`config.mk`:
```
export PLATFORM = sky130hd
export DESIGN_NAME = gfx_write_path
export DESIGN_NICKNAME = d
export VERILOG_FILES = /design/src/rtl/gfx_write_pkg.sv /design/src/rtl/gfx_cmd_decode.sv /design/src/rtl/gfx_bank_fsm.sv /design/src/rtl/gfx_spec_regs.sv /design/src/rtl/gfx_write_path.sv
export SDC_FILE = /design/constraint.sdc
export NUM_CORES = 1
export LEC_CHECK = 0
export CAP_MARGIN = 20
export CORE_MARGIN = 2
export CORE_UTILIZATION = 49
export DETAILED_ROUTE_END_ITERATION = 8
export HOLD_SLACK_MARGIN = 0.03
export PLACE_DENSITY = 0.75
export SYNTH_ARGS = -nofsm -noshare
export SYNTH_HDL_FRONTEND = slang
export SYNTH_SLANG_ARGS = --single-unit
```
`constraint.sdc`:
```
create_clock -name clk -period 3.9 [get_ports clk]
set_clock_uncertainty 0.05 [all_clocks]
set_input_delay 0.78 -clock clk [delete_from_list [all_inputs] [get_ports clk]]
set_output_delay 0.78 -clock clk [all_outputs]
set_load 0.05 [all_outputs]
```
`src/rtl/gfx_write_pkg.sv`:
```
package gfx_write_pkg;

    typedef enum logic [2:0] {
        CMD_NOP,
        CMD_ACT,
        CMD_WRITE,
        CMD_PRE,
        CMD_LOAD
    } gfx_cmd_e;

    typedef enum logic [1:0] {
        BK_IDLE,
        BK_OPEN,
        BK_OPEN_MASKED
    } bank_state_e;

endpackage

```
`src/rtl/gfx_cmd_decode.sv`:
```
module gfx_cmd_decode
    import gfx_write_pkg::*;
(
    input  logic     sel_n,
    input  logic     row_n,
    input  logic     col_n,
    input  logic     wr_n,
    output gfx_cmd_e cmd
);
    always_comb begin
        cmd = CMD_NOP;
        if (!sel_n) begin
            unique case ({row_n, col_n, wr_n})
                3'b011:  cmd = CMD_ACT;
                3'b100:  cmd = CMD_WRITE;
                3'b010:  cmd = CMD_PRE;
                3'b000:  cmd = CMD_LOAD;
                default: cmd = CMD_NOP;
            endcase
        end
    end
endmodule

```
`src/rtl/gfx_bank_fsm.sv`:
```
module gfx_bank_fsm
    import gfx_write_pkg::*;
(
    input  logic clk,
    input  logic rst_n,
    input  logic act_hit,
    input  logic pre_hit,
    input  logic spec,
    output logic is_open,
    output logic is_masked
);
    bank_state_e state_q, state_d;

    always_ff @(posedge clk or negedge rst_n) begin
        if (!rst_n) state_q <= BK_IDLE;
        else        state_q <= state_d;
    end

    always_comb begin
        state_d = state_q;
        unique case (state_q)
            BK_IDLE: begin
                if (act_hit) state_d = spec ? BK_OPEN_MASKED : BK_OPEN;
            end
            BK_OPEN, BK_OPEN_MASKED: begin
                if (pre_hit) state_d = BK_IDLE;
            end
            default: state_d = BK_IDLE;
        endcase
    end

    assign is_open   = (state_q != BK_IDLE);
    assign is_masked = (state_q == BK_OPEN_MASKED);

    p_open_on_act_r4: assert property (@(posedge clk) disable iff (!rst_n)
        (act_hit && state_q == BK_IDLE) |=> (state_q != BK_IDLE));
    p_close_on_pre_r4: assert property (@(posedge clk) disable iff (!rst_n)
        pre_hit |=> (state_q == BK_IDLE));
    p_mode_kept_r4: assert property (@(posedge clk) disable iff (!rst_n)
        (state_q != BK_IDLE && !pre_hit) |=> $stable(state_q));
endmodule

```
`src/rtl/gfx_spec_regs.sv`:
```
module gfx_spec_regs #(
    parameter int DATA_W = 32
) (
    input  logic              clk,
    input  logic              rst_n,
    input  logic              load_hit,
    input  logic              sel_color,
    input  logic [DATA_W-1:0] din,
    output logic [DATA_W-1:0] mask_q,
    output logic [DATA_W-1:0] color_q
);
    always_ff @(posedge clk or negedge rst_n) begin
        if (!rst_n) begin
            mask_q  <= '1;
            color_q <= '0;
        end else if (load_hit) begin
            if (sel_color) color_q <= din;
            else           mask_q  <= din;
        end
    end

    p_mask_load_r1: assert property (@(posedge clk) disable iff (!rst_n)
        (load_hit && !sel_color) |=> (mask_q == $past(din)));
    p_color_load_r1: assert property (@(posedge clk) disable iff (!rst_n)
        (load_hit && sel_color) |=> (color_q == $past(din)));
    p_regs_persist_r2: assert property (@(posedge clk) disable iff (!rst_n)
        !load_hit |=> ($stable(mask_q) && $stable(color_q)));
endmodule

```
`src/rtl/gfx_write_path.sv`:
```
module gfx_write_path
    import gfx_write_pkg::*;
#(
    parameter int DATA_W  = 32,
    parameter int NBANKS  = 2,
    parameter int ADDR_W  = 10,
    parameter int COL_W   = 8,
    parameter int NCOLS   = 8,
    parameter int SEL_BIT = 5
) (
    input  logic                      clk,
    input  logic                      rst_n,
    input  logic                      sel_n,
    input  logic                      row_n,
    input  logic                      col_n,
    input  logic                      wr_n,
    input  logic                      spec_fn,
    input  logic [$clog2(NBANKS)-1:0] bank,
    input  logic [ADDR_W-1:0]         addr,
    input  logic [DATA_W/8-1:0]       byte_mask,
    input  logic [DATA_W-1:0]         dq,
    output logic                      wr_valid,
    output logic                      wr_block,
    output logic [$clog2(NBANKS)-1:0] wr_bank,
    output logic [COL_W-1:0]          wr_col,
    output logic [NCOLS-1:0]          wr_col_en,
    output logic [DATA_W-1:0]         wr_bit_en,
    output logic [DATA_W-1:0]         wr_data
);
    localparam int BANK_W = $clog2(NBANKS);
    localparam int NBYTES = DATA_W / 8;
    localparam int LOG_NC = $clog2(NCOLS);

    function automatic logic [DATA_W-1:0] lanes_on(input logic [NBYTES-1:0] m);
        logic [DATA_W-1:0] r;
        for (int i = 0; i < NBYTES; i++) r[8*i +: 8] = {8{~m[i]}};
        return r;
    endfunction

    gfx_cmd_e cmd;
    logic [NBANKS-1:0] open_v, masked_v;
    logic [DATA_W-1:0] mask_q, color_q;

    gfx_cmd_decode u_dec (
        .sel_n(sel_n), .row_n(row_n), .col_n(col_n), .wr_n(wr_n), .cmd(cmd)
    );

    gfx_spec_regs #(.DATA_W(DATA_W)) u_regs (
        .clk(clk), .rst_n(rst_n),
        .load_hit(cmd == CMD_LOAD && spec_fn),
        .sel_color(addr[SEL_BIT]),
        .din(dq), .mask_q(mask_q), .color_q(color_q)
    );

    for (genvar b = 0; b < NBANKS; b++) begin : g_bank
        gfx_bank_fsm u_fsm (
            .clk(clk), .rst_n(rst_n),
            .act_hit(cmd == CMD_ACT && bank == BANK_W'(b)),
            .pre_hit(cmd == CMD_PRE && bank == BANK_W'(b)),
            .spec(spec_fn),
            .is_open(open_v[b]), .is_masked(masked_v[b])
        );
    end

    logic              go;
    logic [NCOLS-1:0]  col_en_d;
    logic [DATA_W-1:0] bit_en_d;
    logic [COL_W-1:0]  col_base_d;

    always_comb begin
        go         = (cmd == CMD_WRITE) && open_v[bank];
        col_base_d = {addr[COL_W-1:LOG_NC], {LOG_NC{1'b0}}};
        col_en_d   = spec_fn ? dq[NCOLS-1:0]
                             : (NCOLS'(1) << addr[LOG_NC-1:0]);
        bit_en_d   = lanes_on(byte_mask) & (masked_v[bank] ? mask_q : '1);
    end

    always_ff @(posedge clk or negedge rst_n) begin
        if (!rst_n) begin
            wr_valid  <= 1'b0;
            wr_block  <= 1'b0;
            wr_bank   <= '0;
            wr_col    <= '0;
            wr_col_en <= '0;
            wr_bit_en <= '0;
            wr_data   <= '0;
        end else begin
            wr_valid <= go;
            if (go) begin
                wr_block  <= spec_fn;
                wr_bank   <= bank;
                wr_col    <= col_base_d;
                wr_col_en <= col_en_d;
                wr_bit_en <= bit_en_d;
                wr_data   <= spec_fn ? color_q : dq;
            end
        end
    end

    p_idle_write_r3: assert property (@(posedge clk) disable iff (!rst_n)
        (cmd == CMD_WRITE && !open_v[bank]) |=> !wr_valid);
    p_normal_onehot_r5: assert property (@(posedge clk) disable iff (!rst_n)
        (wr_valid && !wr_block) |-> $onehot(wr_col_en));
    p_block_color_r6: assert property (@(posedge clk) disable iff (!rst_n)
        (go && spec_fn) |=> (wr_data == $past(color_q)));
    p_byte_gate_r7: assert property (@(posedge clk) disable iff (!rst_n)
        go |=> ((wr_bit_en & ~lanes_on($past(byte_mask))) == '0));
    p_bank_tag_r9: assert property (@(posedge clk) disable iff (!rst_n)
        go |=> (wr_bank == $past(bank)));
endmodule

```
==> results_dict.tcl <==
set metrics [dict create \
    status "completed" \
    ant_nets 0 \
    yosysUniqueCellTypes 31 \
    rows 43 \
    hold_violations 0 \
    min_period_ns 2.782 \
    syn_inst 472 \
    swShare_pct 37.12 \
    synth-seq-cells 148 \
    end_kind "flip-flop" \
    crit_arrival_ns 3.03 \
    pre_cts_slack_ns 0.6812 \
    numPortBuffers 131 \
    drc 0 \
    cts_buffer_depth 2 \
    grt_use_total_pct 20.05 \
    grtUsageMet1_pct 24.87 \
    synthFlopType "dfrtp_1" \
    worst_slack_ns 1.118 \
    slew_viol_final 0 \
    h-tree-depth 4 \
    slew_headroom_pct 52.09 \
    dr.pass1.iters 4 \
    yosysTopAreaCell "dfrtp_1" \
    via_per_inst 5.176 \
    avgRoutedWirePerCell_microns 17.69 \
    post-route-cell-area_sq_um 8990 \
    pwr-share-clk_pct 24.7 \
    synth_top_area_share_pct 41.93 \
    syn-mean-instance-area_sq_um 14.67 \
    cp.required_ns 4.15 \
    cp_max_fo 24 \
    die_width_microns 122.9 \
    leakagePower_nw 4.254 \
    antenna_found_initial 0 \
    synth_area_sq_um 6923 \
    ir_drop_mv 0.4167 \
    synth_async_sr_flop_share_pct 100.0 \
    ys_warn_count 0 \
    syn_to_final_growth_pct 29.86 \
    synth_edf_count 0 \
    pin_count 137 \
    totalNegativeSetupSlack_ns 0 \
    startpoint_type "primary input" \
    path_class "primary input to flip-flop" \
    drt-total-wl_mm 14.06 \
    postCtsSetupBuffers 0 \
    diodes 0 \
    power_density_nw_per_um2 783.6 \
    rsz0062_at_grt "false" \
    grt_pass1_vias 4480 \
    fin_nets 660 \
    initial_core_util_pct 50.07 \
    dpl_cell_area_sq_um 8362 \
    drt_iter0_drc 181 \
    grtUsageMet3_pct 5.251 \
    clock_latency_ns 0.42 \
    cts_hold_buffers 0 \
    drive_gt1_share_pct 40.49 \
    busiest_layer "met2" \
    gp_congestion 0.7823 \
    die-area_sq_um 15090 \
    clk_pin_slew_ns 0.06 \
    grt_util_met2_pct 33.29 \
    cts-resized-gates 0 \
    drv_cap 0 \
    combPwrFrac_pct 42.1 \
    grt-ovfl-total 0 \
    grt_pass1_wl_mm 23.02 \
    period_share_pct 71.33 \
    hold_class "primary input to async pin" \
    worst_pin_slew_ns 0.7170 \
    most-common-layout-cells "129 x clkdlybuf4s50_1, 116 x dfrtp_1, 94 x mux2_2" \
    seq_area_frac_synth_pct 54.08 \
    seqPwrFrac_pct 33.2 \
    dp_hpwl_mm 9.259 \
    synth_area_leaders "dfrtp_1 42%, mux2_4 17%, mux2_2 15%" \
    route.vias.total 4115 \
    die_y_microns 122.9 \
    core-area_sq_um 13830 \
    final_common_cell "clkdlybuf4s50_1" \
    fillers 998 \
    multiInputGateArea_sq_um 2838 \
    grt_max_degree 79 \
    netSwitchingPower_w 0.002615 \
    power_w 0.007044 \
    seqCellArea_sq_um 3744 \
    cts.sinks 148 \
    clockRootBuffer "clkbuf_16" \
    cts_tree "done" \
    max_freq_mhz 359.5 \
    internal-power_w 0.004430 \
    setup_viol 0 \
    cts_made_buffers 17 \
]
## per-layer routing
metal | vias up | share of wire, %
li1 | 1902 | -
met1 | 2089 | 44
met2 | 104 | 50
met3 | 20 | 4.3
met4 | 0 | 1.7
met5 | - | 0
## worst max-delay path, stage by stage
cell and delay [ns]:
clkdlybuf4s50_1 0.59, mux2i_1 0.31, nand4b_4 0.57, buf_4 0.44, mux2_4 0.32
## worst paths after layout
kind | start | end | slack, ns | cells past startpoint
setup / recovery | bank | wr_data[26]$_DFFE_PN0P_ | 1.12 | 5
hold / removal | rst_n | wr_data[11]$_DFFE_PN0P_ | 0.30 | 1
setup reg to reg | g_bank[0].u_fsm.state_q[0]$_DFFE_PN0P_ | wr_data[26]$_DFFE_PN0P_ | 1.45 | 6
hold reg to reg | u_regs.color_q[5]$_DFFE_PN0P_ | u_regs.color_q[5]$_DFFE_PN0P_ | 0.45 | 1
max in group asynchronous | rst_n | u_regs.mask_q[1]$_DFFE_PN1P_ | 2.58 | 2
min in group clk | u_regs.color_q[5]$_DFFE_PN0P_ | u_regs.color_q[5]$_DFFE_PN0P_ | 0.45 | 1
## Yosys cell counts, types with 4 or more instances
| cell type | instances |
|---|---|
| dfrtp_1 | 116 |
| mux2_2 | 94 |
| mux2_4 | 79 |
| inv_1 | 38 |
| a21oi_1 | 32 |
| dfstp_2 | 32 |
| buf_2 | 12 |
| buf_6 | 8 |
| a22o_1 | 6 |
| nor2_1 | 6 |
| o211ai_1 | 6 |
| nor2b_1 | 5 |
| buf_1 | 4 |
| buf_4 | 4 |
| ha_1 | 4 |
## power groups by stage
| stage | combinational, W | sequential [W] | clock (W) |
|---|---|---|---|
| 4_1_cts | 0.00300 | 0.00234 | 0.00176 |
| 3_3_place_gp | 0.00294 | 0.00233 | 0 |
| 6_report | 0.00297 | 0.00234 | 0.00174 |
| 5_1_grt | 0.00311 | 0.00240 | 0.00184 |
| 3_5_place_dp | 0.00298 | 0.00236 | 0 |
| 2_1_floorplan | 0.000933 | 0.00344 | 0 |
## logic make-up (layout without fill, tap and decap cells)
| family | after synthesis | in the layout | share of synthesized area (%) |
|---|---|---|---|
| multiplexers | 177 | 177 | 33.06 |
| flip-flops | 148 | 148 | 54.08 |
| buffers and inverters | 69 | 210 | 5.043 |
| AO/OA/AOI/OAI | 49 | 49 | 4.337 |
| AND/OR/NAND/NOR | 24 | 24 | 2.711 |
| adder cells (fa/ha/maj) | 4 | 4 | 0.7230 |
| other | 1 | 3 | 0.05417 |
## layout make-up
class	instances	area share, %
Tap cell	180	2.505
Timing Repair Buffer	140	15.71
Clock inverter	9	1.670
Inverter	38	1.587
Clock buffer	23	5.317
Multi-Input combinational cell	257	31.57
Sequential cell	148	41.64
## state kept, by name, indices dropped and copies added, names as in the netlist
signal                flops
wr_block                  1
u_regs.mask_q            32
u_regs.color_q           32
wr_bank                   1
wr_bit_en                32
wr_col                    5
wr_data                  32
wr_col_en                 8
wr_valid                  1
g_bank.u_fsm.state_q      4
## stage by stage
stage               instances  utilization (%)  hold slack, ns
floorplan                 474                -          0.4085
global placement          763            60.47          0.4190
detailed placement        763            60.47          0.4377
CTS                       795            65.02          0.3243
global route              795            65.02          0.3461
finish                    795            65.02          0.3008
No activity file was read; power rests on OpenSTA's default activity.
